## config.mk

```make
export PLATFORM = sky130hd
export DESIGN_NAME = rtc_bcd_core
export DESIGN_NICKNAME = d
export VERILOG_FILES = /design/src/rtl/rtc_bcd_pkg.sv /design/src/rtl/rtc_prescaler.sv /design/src/rtl/rtc_calendar.sv /design/src/rtl/rtc_bcd_core.sv
export SDC_FILE = /design/constraint.sdc
export NUM_CORES = 1
export LEC_CHECK = 0
export CAP_MARGIN = 20
export CORE_MARGIN = 2
export CORE_UTILIZATION = 40
export DETAILED_ROUTE_END_ITERATION = 10
export GPL_ROUTABILITY_DRIVEN = 1
export PLACE_DENSITY = 0.63
export SETUP_SLACK_MARGIN = 0.4
export SYNTH_ARGS = -nofsm -noshare
export SYNTH_HDL_FRONTEND = slang
export SYNTH_SLANG_ARGS = --single-unit
```

## constraint.sdc

```tcl
create_clock -name clk -period 3.7 [get_ports clk]
set_input_delay 0.555 -clock clk [delete_from_list [all_inputs] [get_ports clk]]
set_output_delay 0.555 -clock clk [all_outputs]
set_load 0.01 [all_outputs]
```

## src/rtl/rtc_bcd_pkg.sv

```systemverilog
// Shared constants, calendar record type and BCD helper functions.
// Assumes all stored time fields hold valid packed BCD.
package rtc_bcd_pkg;

    localparam int ADDR_W = 4;

    localparam logic [ADDR_W-1:0] A_CTL1  = 4'h0;
    localparam logic [ADDR_W-1:0] A_CTL2  = 4'h1;
    localparam logic [ADDR_W-1:0] A_SEC   = 4'h2;
    localparam logic [ADDR_W-1:0] A_MIN   = 4'h3;
    localparam logic [ADDR_W-1:0] A_HOUR  = 4'h4;
    localparam logic [ADDR_W-1:0] A_DAY   = 4'h5;
    localparam logic [ADDR_W-1:0] A_WDAY  = 4'h6;
    localparam logic [ADDR_W-1:0] A_MONTH = 4'h7;
    localparam logic [ADDR_W-1:0] A_YEAR  = 4'h8;

    typedef struct packed {
        logic [6:0] sec;
        logic [6:0] min;
        logic [5:0] hour;
        logic [5:0] day;
        logic [2:0] wday;
        logic       century;
        logic [4:0] month;
        logic [7:0] year;
    } cal_t;

    // Add one to a two-digit packed BCD value (99 gives A0; callers wrap).
    function automatic logic [7:0] bcd_inc(input logic [7:0] v);
        if (v[3:0] >= 4'd9) return {v[7:4] + 4'd1, 4'd0};
        else                return {v[7:4], v[3:0] + 4'd1};
    endfunction

    // Leap test on a BCD year: (2*tens + units) mod 4 == 0.
    function automatic logic leap_year(input logic [7:0] y);
        logic [1:0] s;
        s = y[1:0] + {y[4], 1'b0};
        return (s == 2'b00);
    endfunction

    // Month length in BCD for a BCD month.
    function automatic logic [7:0] days_in_month(input logic [4:0] m, input logic leap);
        case (m)
            5'h02:                      return leap ? 8'h29 : 8'h28;
            5'h04, 5'h06, 5'h09, 5'h11: return 8'h30;
            default:                    return 8'h31;
        endcase
    endfunction

endpackage

```

## src/rtl/rtc_prescaler.sv

```systemverilog
// Sub-second divider: emits one-cycle sec_pulse every PRESCALE tick_en pulses.
// Assumes PRESCALE >= 2. While hold is high the count is cleared and frozen,
// so counting restarts from zero when hold drops.
module rtc_prescaler #(
    parameter int PRESCALE = 32768
) (
    input  logic clk,
    input  logic rst_n,
    input  logic tick_en,
    input  logic hold,
    output logic sec_pulse
);
    localparam int CNT_W = $clog2(PRESCALE);
    localparam logic [CNT_W-1:0] LAST = CNT_W'(PRESCALE - 1);

    logic [CNT_W-1:0] cnt_q;

    assign sec_pulse = tick_en && !hold && (cnt_q == LAST);

    // Count enable pulses, wrap at LAST, clear while held.
    always_ff @(posedge clk) begin
        if (!rst_n || hold)  cnt_q <= '0;
        else if (sec_pulse)  cnt_q <= '0;
        else if (tick_en)    cnt_q <= cnt_q + 1'b1;
    end
endmodule

```

## src/rtl/rtc_calendar.sv

```systemverilog
// Time and calendar counters in packed BCD with a carry chain from seconds
// to century. A host write to a field overrides that field's carry result
// in the same cycle. Assumes stored fields hold valid BCD.
module rtc_calendar
    import rtc_bcd_pkg::*;
(
    input  logic              clk,
    input  logic              rst_n,
    input  logic              step,
    input  logic              wr_en,
    input  logic [ADDR_W-1:0] wr_addr,
    input  logic [7:0]        wr_data,
    output cal_t              cal
);
    cal_t       cal_q, cal_d;
    logic [7:0] mlen;
    logic       c_min, c_hour, c_day, c_mon, c_year;

    assign mlen   = days_in_month(cal_q.month, leap_year(cal_q.year));
    assign c_min  = step   && (cal_q.sec  == 7'h59);
    assign c_hour = c_min  && (cal_q.min  == 7'h59);
    assign c_day  = c_hour && (cal_q.hour == 6'h23);
    assign c_mon  = c_day  && ({2'b00, cal_q.day} >= mlen);
    assign c_year = c_mon  && (cal_q.month == 5'h12);

    // Next state: carry ripple first, then host write override.
    always_comb begin
        cal_d = cal_q;
        if (step)
            cal_d.sec = c_min ? 7'h00 : 7'(bcd_inc({1'b0, cal_q.sec}));
        if (c_min)
            cal_d.min = c_hour ? 7'h00 : 7'(bcd_inc({1'b0, cal_q.min}));
        if (c_hour)
            cal_d.hour = c_day ? 6'h00 : 6'(bcd_inc({2'b00, cal_q.hour}));
        if (c_day) begin
            cal_d.wday = (cal_q.wday >= 3'd6) ? 3'd0 : cal_q.wday + 3'd1;
            cal_d.day  = c_mon ? 6'h01 : 6'(bcd_inc({2'b00, cal_q.day}));
        end
        if (c_mon)
            cal_d.month = c_year ? 5'h01 : 5'(bcd_inc({3'b000, cal_q.month}));
        if (c_year) begin
            if (cal_q.year == 8'h99) begin
                cal_d.year    = 8'h00;
                cal_d.century = ~cal_q.century;
            end else begin
                cal_d.year = bcd_inc(cal_q.year);
            end
        end
        if (wr_en) begin
            case (wr_addr)
                A_SEC:   cal_d.sec  = wr_data[6:0];
                A_MIN:   cal_d.min  = wr_data[6:0];
                A_HOUR:  cal_d.hour = wr_data[5:0];
                A_DAY:   cal_d.day  = wr_data[5:0];
                A_WDAY:  cal_d.wday = wr_data[2:0];
                A_MONTH: begin
                    cal_d.month   = wr_data[4:0];
                    cal_d.century = wr_data[7];
                end
                A_YEAR:  cal_d.year = wr_data;
                default: ;
            endcase
        end
    end

    // State register with calendar reset value 00:00:00, day 01, month 01.
    always_ff @(posedge clk) begin
        if (!rst_n) begin
            cal_q       <= '0;
            cal_q.day   <= 6'h01;
            cal_q.month <= 5'h01;
        end else begin
            cal_q <= cal_d;
        end
    end

    assign cal = cal_q;
endmodule

```

## src/rtl/rtc_bcd_core.sv

```systemverilog
// Top: register port, control registers, invalid flag and read mux around
// the prescaler and calendar. Reads are registered (one cycle latency).
// seq=1 addresses the register after the previous access.
module rtc_bcd_core
    import rtc_bcd_pkg::*;
#(
    parameter int PRESCALE = 32768
) (
    input  logic              clk,
    input  logic              rst_n,
    input  logic              tick_en,
    input  logic              req,
    input  logic              we,
    input  logic              seq,
    input  logic [ADDR_W-1:0] addr,
    input  logic [7:0]        wdata,
    output logic [7:0]        rdata,
    output logic              rvalid
);
    logic [ADDR_W-1:0] ptr_q, cur_addr;
    logic [2:0]        ctl1_q;   // {test7, freeze, test3}
    logic [7:0]        ctl2_q;
    logic              inval_q, wr, stop, sec_pulse;
    logic [7:0]        rd_mux;
    cal_t              cal_q;

    assign cur_addr = seq ? ptr_q : addr;
    assign wr       = req && we;
    assign stop     = ctl1_q[1];

    rtc_prescaler #(.PRESCALE(PRESCALE)) u_presc (
        .clk(clk), .rst_n(rst_n), .tick_en(tick_en),
        .hold(stop), .sec_pulse(sec_pulse)
    );

    rtc_calendar u_cal (
        .clk(clk), .rst_n(rst_n), .step(sec_pulse),
        .wr_en(wr), .wr_addr(cur_addr), .wr_data(wdata), .cal(cal_q)
    );

    // Address pointer follows every access for sequential mode.
    always_ff @(posedge clk) begin
        if (!rst_n)   ptr_q <= '0;
        else if (req) ptr_q <= cur_addr + 1'b1;
    end

    // Control registers.
    always_ff @(posedge clk) begin
        if (!rst_n) begin
            ctl1_q <= '0;
            ctl2_q <= '0;
        end else if (wr && cur_addr == A_CTL1) begin
            ctl1_q <= {wdata[7], wdata[5], wdata[3]};
        end else if (wr && cur_addr == A_CTL2) begin
            ctl2_q <= wdata;
        end
    end

    // Sticky invalid flag: set by reset, cleared by a seconds write.
    always_ff @(posedge clk) begin
        if (!rst_n)                    inval_q <= 1'b1;
        else if (wr && cur_addr == A_SEC) inval_q <= 1'b0;
    end

    // Read data selection.
    always_comb begin
        case (cur_addr)
            A_CTL1:  rd_mux = {ctl1_q[2], 1'b0, ctl1_q[1], 1'b0, ctl1_q[0], 3'b000};
            A_CTL2:  rd_mux = ctl2_q;
            A_SEC:   rd_mux = {inval_q, cal_q.sec};
            A_MIN:   rd_mux = {1'b0, cal_q.min};
            A_HOUR:  rd_mux = {2'b00, cal_q.hour};
            A_DAY:   rd_mux = {2'b00, cal_q.day};
            A_WDAY:  rd_mux = {5'b00000, cal_q.wday};
            A_MONTH: rd_mux = {cal_q.century, 2'b00, cal_q.month};
            A_YEAR:  rd_mux = cal_q.year;
            default: rd_mux = 8'h00;
        endcase
    end

    // Registered read response.
    always_ff @(posedge clk) begin
        if (!rst_n) begin
            rdata  <= '0;
            rvalid <= 1'b0;
        end else begin
            rvalid <= req && !we;
            if (req && !we) rdata <= rd_mux;
        end
    end
endmodule

```

==> flow_summary.json, run 1 <==
{
  "worstSkewPairLatency_ps": 350,
  "layout.nets": 691,
  "grt_max_degree": 38,
  "yosysSeqAreaShare": 0.323,
  "drive_gt1_frac": 0.101,
  "setup_viol_count_final": 0,
  "final_max_slew_viol_count": 0,
  "core_mm2": 0.0126,
  "period_share": 0.850,
  "ys_types": 71,
  "critPathRequiredTime_ps": 3940,
  "wire_per_inst_um": 19.1,
  "finalSetupTns_ps": 0,
  "ys_seq_elements": 83,
  "final_util": 0.476,
  "cts.sinks": 83,
  "first_pass_iters": 6,
  "postCtsHoldBufs": 0,
  "grt_pass1_vias": 4782,
  "hold_viol": 0,
  "syn_avg_cell_area_um2": 8.33,
  "met1Wirelength_um": 6530,
  "synth_compound_area_frac": 0.228,
  "synth.cell_area_mm2": 0.00514,
  "finalClockSkew_ps": 8.03,
  "cts_buffers": 9,
  "combPwrFrac": 0.092,
  "slowest_stage": "or4b_2",
  "port_buffers": 26,
  "cts_root_buffer": "clkbuf_16",
  "pre_cts_slack_ps": 197,
  "p_clk_frac": 0.468,
  "syn2layout_area_growth_pct": 16.4,
  "ys.warnings.count": 0,
  "antenna_cells": 0,
  "overflow": 0,
  "power_density_mw_per_mm2": 354,
  "vias_per_cell": 6.10,
  "die_w_um": 117,
  "hold_path_class": "reg2reg",
  "dieArea_mm2": 0.0138,
  "yosys.area.top_type": "dfxtp_1",
  "path_cells": "inv_1, ha_1, nor4b_4, inv_1, o32ai_2, ha_1, or4b_2, a211oi_2, buf_6, buf_4, or4_4, nor2_1, o31a_1",
  "crit_type": "reg2reg",
  "initial_utilization": 0.409,
  "synth-async-reset-ratio": 0,
  "die_h_um": 117,
  "synth_fa_ha_area_frac": 0.0852,
  "cp.arrival_ps": 3390,
  "slew_headroom": 0.351,
  "finalWorstSetupSlack_ps": 556,
  "clk_pin_slew_worst_paths_ps": 70,
  "synth_most_common_cell": "dfxtp_1",
  "io_pins": 27,
  "power_frac_seq": 0.440,
  "vias": 4969,
  "synth_ff_type": "dfxtp_1",
  "leakagePower_uw": 0.00220,
  "clock_path_buffers": 2,
  "wl_met3_um": 1120,
  "critPathMaxFanout": 8,
  "crit_path_start_kind": "flop",
  "cap_violations": 0,
  "synth_top_area_frac": 0.323,
  "synth_mux_area_frac": 0.0353,
  "power.total_uw": 2120,
  "synth-edff-count": 0,
  "highest_layer": "met4",
  "grt_usage": 0.225,
  "period_minus_slack_ps": 3140,
  "whs_ps": 470,
  "synth_top_family_by_area": "simple AND/OR/NAND/NOR gates",
  "worstMarginPinSlew_ps": 965,
  "synth_area_leaders": "dfxtp_1 (32%), ha_1 (8.5%), o21ai_0 (3.9%)",
  "endpoint_kind": "flop",
  "cts_tree": "built",
  "synth-simple-area-share": 0.247,
  "drc_errors": 0,
  "syn_nets": 670,
  "netSwitchingPower_uw": 522,
  "ir_drop_v": 0.000202,
  "intPower_uw": 1600,
  "wirelength_um": 15500,
  "swShare": 0.246,
  "yosys.area_share.xor_xnor": 0.0341,
  "rows": 41,
  "h-tree-depth": 3,
  "antenna_found_initial": 0,
  "synthCells": 617,
  "ant_nets": 0,
  "clock.fmax_mhz": 318,
  "grt_pass1_wl_um": 25000,
  "outcome": "finished clean",
  "rsz0062_at_grt": "no",
  "ys_top_cells_by_count": "dfxtp_1 (83), nor2_1 (52), nand2_1 (45)",
  "place.gp.congestion": 0.907,
  "cp_slowest_stage_delay_ps": 660,
  "wl_met2_um": 7460,
  "drt_iter0_drc": 548,
  "hpwlAfterDp_um": 11200
}
## stage by stage
step | instances | instance area, um2
3_3_place_gp | 797 | 5600
6_report | 815 | 5980
5_1_grt | 815 | 5980
3_5_place_dp | 797 | 5600
2_1_floorplan | 617 | 5140
4_1_cts | 814 | 5960
## registers in the layout (all words and copies together), names as in the netlist
signal and flops:
inval_q 1, ptr_q 4, ctl1_q 3, u_presc.cnt_q 15
rvalid 1, u_cal.cal 43, ctl2_q 8, rdata 8
## critical path, delay by kind of cell (launching register included)
family                   cells  cell delay (ps)
buffers and inverters        4              490
AND/OR/NAND/NOR              4             1050
AO/OA/AOI/OAI                3              730
flip-flops                   1              320
adder cells (fa/ha/maj)      2              460
## area by class of cell
class,instances,area (um2)
clock buffers,10,239
inverters,27,101
clock inverters,6,88.8
well taps,172,215
flip-flops and latches,83,1660
fillers,1228,6580
multi-input cells,473,3280
repair buffers,44,399
## placed cells by master, fill, tap and decap left out, types with 11 or more instances in the layout
master and instances:
nand3_1 33, mux2i_1 17, a31oi_1 17, clkdlybuf4s50_1 26
nand2_1 45, o21ai_0 40, ha_1 35, nor2_1 51
inv_1 27, a21oi_1 28, dfxtp_1 82, a22oi_1 24
xor2_1 11, nand4_1 18, buf_4 17
## power by group through the flow
| stage | Clock (uW) | Combinational (uW) | Sequential (uW) |
|---|---|---|---|
| after floorplan | 0 | 114 | 946 |
| after global placement | 0 | 189 | 950 |
| after detailed placement | 0 | 192 | 951 |
| after CTS | 1000 | 194 | 931 |
| after global routing | 1040 | 213 | 934 |
| final | 992 | 195 | 932 |
## final timing paths
kind / from / endpoint / slack, ps / cells past startpoint
setup / recovery: u_cal.cal[8] / u_cal.cal[11] / 560 / 13
hold / removal: ctl1_q[2] / ctl1_q[2] / 470 / 2
setup reg to reg: u_cal.cal[8] / u_cal.cal[11] / 560 / 13
hold reg to reg: ctl1_q[2] / ctl1_q[2] / 470 / 2
## cell families after synthesis
logic type | after synthesis
muxes | 18
DFF | 83
AOI/OAI and AO/OA | 173
buffers and inverters | 61
and+or+nand+nor | 227
adders and majority gates | 35
xor gates and xnor gates | 20
## what timing repair did
action | 4_1_cts | 5_1_grt
endpoints found under the setup margin | 17 | 18
buffers inserted | 1 | 1
gates cloned | 0 | 0
pin swaps | 0 | 1
resized for setup | 3 | 5
endpoints found under the hold margin | 0 | 0
## layer usage
layer / GRT usage / up-vias
met1: 0.289 / 2412
met4: 0.0956 / 0
met3: 0.0409 / 33
met2: 0.372 / 182
li1: - / 2342
met5: 0 / -
(Power assumes the default switching activity.)
==> inputs of run 2 (changes only) <==
==> constraint.sdc (replaced) <==
create_clock -name clk -period 3.1 [get_ports clk]
set_input_delay 0.465 -clock clk [delete_from_list [all_inputs] [get_ports clk]]
set_output_delay 0.465 -clock clk [all_outputs]
set_load 0.01 [all_outputs]
==> run 2 against run 1 <==
  * Count of clock-buffer cells in the layout increased by 1
  * Final cell count up 3.3%
  * Sequential cell count is the same
  * Core utilization grew 2.2 points
  * Total power grew 12%
  * Via count is 2.5% higher
  * Clock power about the same
  * Critical path depth unchanged
  * Sequential share of layout area is 1.1 points lower
  * Register-to-register slack got worse by 310 ps
  * Critical path type unchanged
  * Critical endpoint unchanged
==> flow_summary.json, run 2 (same netlist as run 1, synthesis figures left out) <==
{
  "ir_drop_v": 0.000290,
  "drive_gt1_frac": 0.163,
  "cts_buffers": 9,
  "leakagePower_uw": 0.00234,
  "crit_path_start_kind": "flop",
  "finalWorstSetupSlack_ps": 241,
  "rsz0062_at_grt": "yes",
  "slew_headroom": 0.284,
  "largest_register_ffs": 43,
  "r2r_end": "u_cal.cal[11]",
  "ant_nets": 0,
  "postCtsHoldBufs": 0,
  "initial_utilization": 0.409,
  "cts.sinks": 83,
  "cp.arrival_ps": 3100,
  "clock.fmax_mhz": 350,
  "power_frac_seq": 0.466,
  "place.gp.congestion": 0.902,
  "io_pins": 27,
  "crit_family": "simple AND/OR/NAND/NOR gates",
  "overflow": 0,
  "syn2layout_area_growth_pct": 21.8,
  "r2r_cells": 13,
  "cts_tree": "built",
  "final_common_cell": "dfxtp_1",
  "n_fill_cell": 1171,
  "slowest_stage": "or4_4",
  "finalClockSkew_ps": 10.8,
  "setup_viol_count_final": 0,
  "swShare": 0.265,
  "final_max_slew_viol_count": 0,
  "layout.nets": 719,
  "netSwitchingPower_uw": 629,
  "drc_errors": 0,
  "worstSkewPairLatency_ps": 350,
  "antenna_cells": 0,
  "core_mm2": 0.0126,
  "crit_end": "u_cal.cal[11]",
  "cp.depth": 13,
  "antenna_found_initial": 0,
  "finalSetupTns_ps": 0,
  "hold_viol": 0,
  "drt_iter0_drc": 550,
  "final_cell_mix": "dfxtp_1 (81), nor2_1 (51), nand2_1 (43), buf_4 (42), o21ai_0 (36)",
  "p_clk_frac": 0.428,
  "hpwlAfterDp_um": 11500,
  "path_cells": "inv_4, ha_4, nor4b_4, inv_2, buf_6, ha_4, and3_4, a211oi_2, buf_4, buf_6, or4_4, o311a_1, o31a_1",
  "worstMarginPinSlew_ps": 1060,
  "rows": 41,
  "wire_per_inst_um": 18.8,
  "power_density_mw_per_mm2": 380,
  "place_area_mm2": 0.00583,
  "vias_per_cell": 6.05,
  "combPwrFrac": 0.105,
  "die_w_um": 117,
  "intPower_uw": 1750,
  "dieArea_mm2": 0.0138,
  "first_pass_iters": 5,
  "critPathRequiredTime_ps": 3340,
  "outcome": "finished clean",
  "period_share": 0.922,
  "crit_type": "reg2reg",
  "cts_root_buffer": "clkbuf_16",
  "hold_path_class": "reg2reg",
  "grt_pass1_vias": 4912,
  "critPathMaxFanout": 5,
  "cap_violations": 0,
  "grt_pass1_wl_um": 25600,
  "design_area_mm2": 0.00626,
  "die_h_um": 117,
  "r2r-start": "u_cal.cal[8]",
  "clk_pin_slew_worst_paths_ps": 70,
  "pre_cts_slack_ps": 90.1,
  "period_minus_slack_ps": 2860,
  "port_buffers": 26,
  "grt_max_degree": 35,
  "critPathLaunch": "u_cal.cal[8]",
  "h-tree-depth": 3,
  "clock_path_buffers": 2,
  "rrSetupSlack_ps": 240,
  "grt_usage": 0.233,
  "whs_ps": 453,
  "cp_slowest_stage_delay_ps": 550,
  "final_util": 0.498,
  "vias": 5091,
  "cp.buffers_inverters": 5,
  "endpoint_kind": "flop",
  "wirelength_um": 15900
}
-- run 2: area by class of cell --
class	instances	area (um2)	area share
repair buffers	72	621	0.0991
multi-input cells	473	3390	0.541
flip-flops and latches	83	1670	0.267
well taps	172	215	0.0344
clock inverters	4	25.0	0.00400
inverters	27	104	0.0166
clock buffers	11	243	0.0388
-- run 2: power groups by stage --
| stage | combinational, uW | sequential [uW] | clock, uW |
|---|---|---|---|
| after global routing | 273 | 1110 | 1080 |
| after floorplan | 137 | 1130 | 0 |
| after CTS | 244 | 1110 | 1040 |
| after global placement | 237 | 1130 | 0 |
| after detailed placement | 242 | 1130 | 0 |
| final | 251 | 1110 | 1020 |
-- run 2: worst min-delay path by stage --
| stage | slack (ps) | endpoint | startpoint | cells after the start |
|---|---|---|---|---|
| after floorplan | 420 | inval_q | inval_q | 2 |
| after global placement | 430 | inval_q | inval_q | 2 |
| after detailed placement | 440 | inval_q | inval_q | 2 |
| after CTS | 450 | inval_q | inval_q | 2 |
| after global routing | 460 | inval_q | inval_q | 2 |
| final | 450 | inval_q | inval_q | 2 |
-- run 2: through the flow --
step / total power [uW] / cells
after floorplan: 1270 / 617
final: 2380 / 842
after detailed placement: 1370 / 821
after global placement: 1370 / 821
after CTS: 2390 / 840
after global routing: 2460 / 842
-- run 2: worst reg2reg max path, cell delays in order (launching register included) --
cell	delay [ps]
dfxtp_4	360
inv_4	60
ha_4	130
nor4b_4	220
inv_2	70
buf_6	120
ha_4	250
and3_4	180
a211oi_2	60
buf_4	150
buf_6	130
or4_4	550
o311a_1	370
o31a_1	100
-- run 2: repair_timing --
item	in CTS	in global routing
pin swaps	13	15
endpoints found under the setup margin	18	35
setup buffers	4	2
resized for setup	15	15
-- run 2: layer usage --
metal / track usage / up-vias / wire, um
met1: 0.296 / 2425 / 6820
met2: 0.366 / 218 / 7210
met5: 0 / - / 0
met4: 0.127 / 0 / 645
met3: 0.0540 / 48 / 1190
li1: - / 2400 / -
==> inputs of run 3 (changes only) <==
--- a/config.mk
+++ b/config.mk
@@ -8,10 +8,12 @@
 export CAP_MARGIN = 20
 export CORE_MARGIN = 2
 export CORE_UTILIZATION = 40
+export CTS_CLUSTER_DIAMETER = 40
 export DETAILED_ROUTE_END_ITERATION = 10
 export GPL_ROUTABILITY_DRIVEN = 1
 export PLACE_DENSITY = 0.63
 export SETUP_SLACK_MARGIN = 0.4
+export SLEW_MARGIN = 15
 export SYNTH_ARGS = -nofsm -noshare
 export SYNTH_HDL_FRONTEND = slang
 export SYNTH_SLANG_ARGS = --single-unit
==> results of run 3 <==
The final DEF is identical to that of run 2; final timing and power are the same.
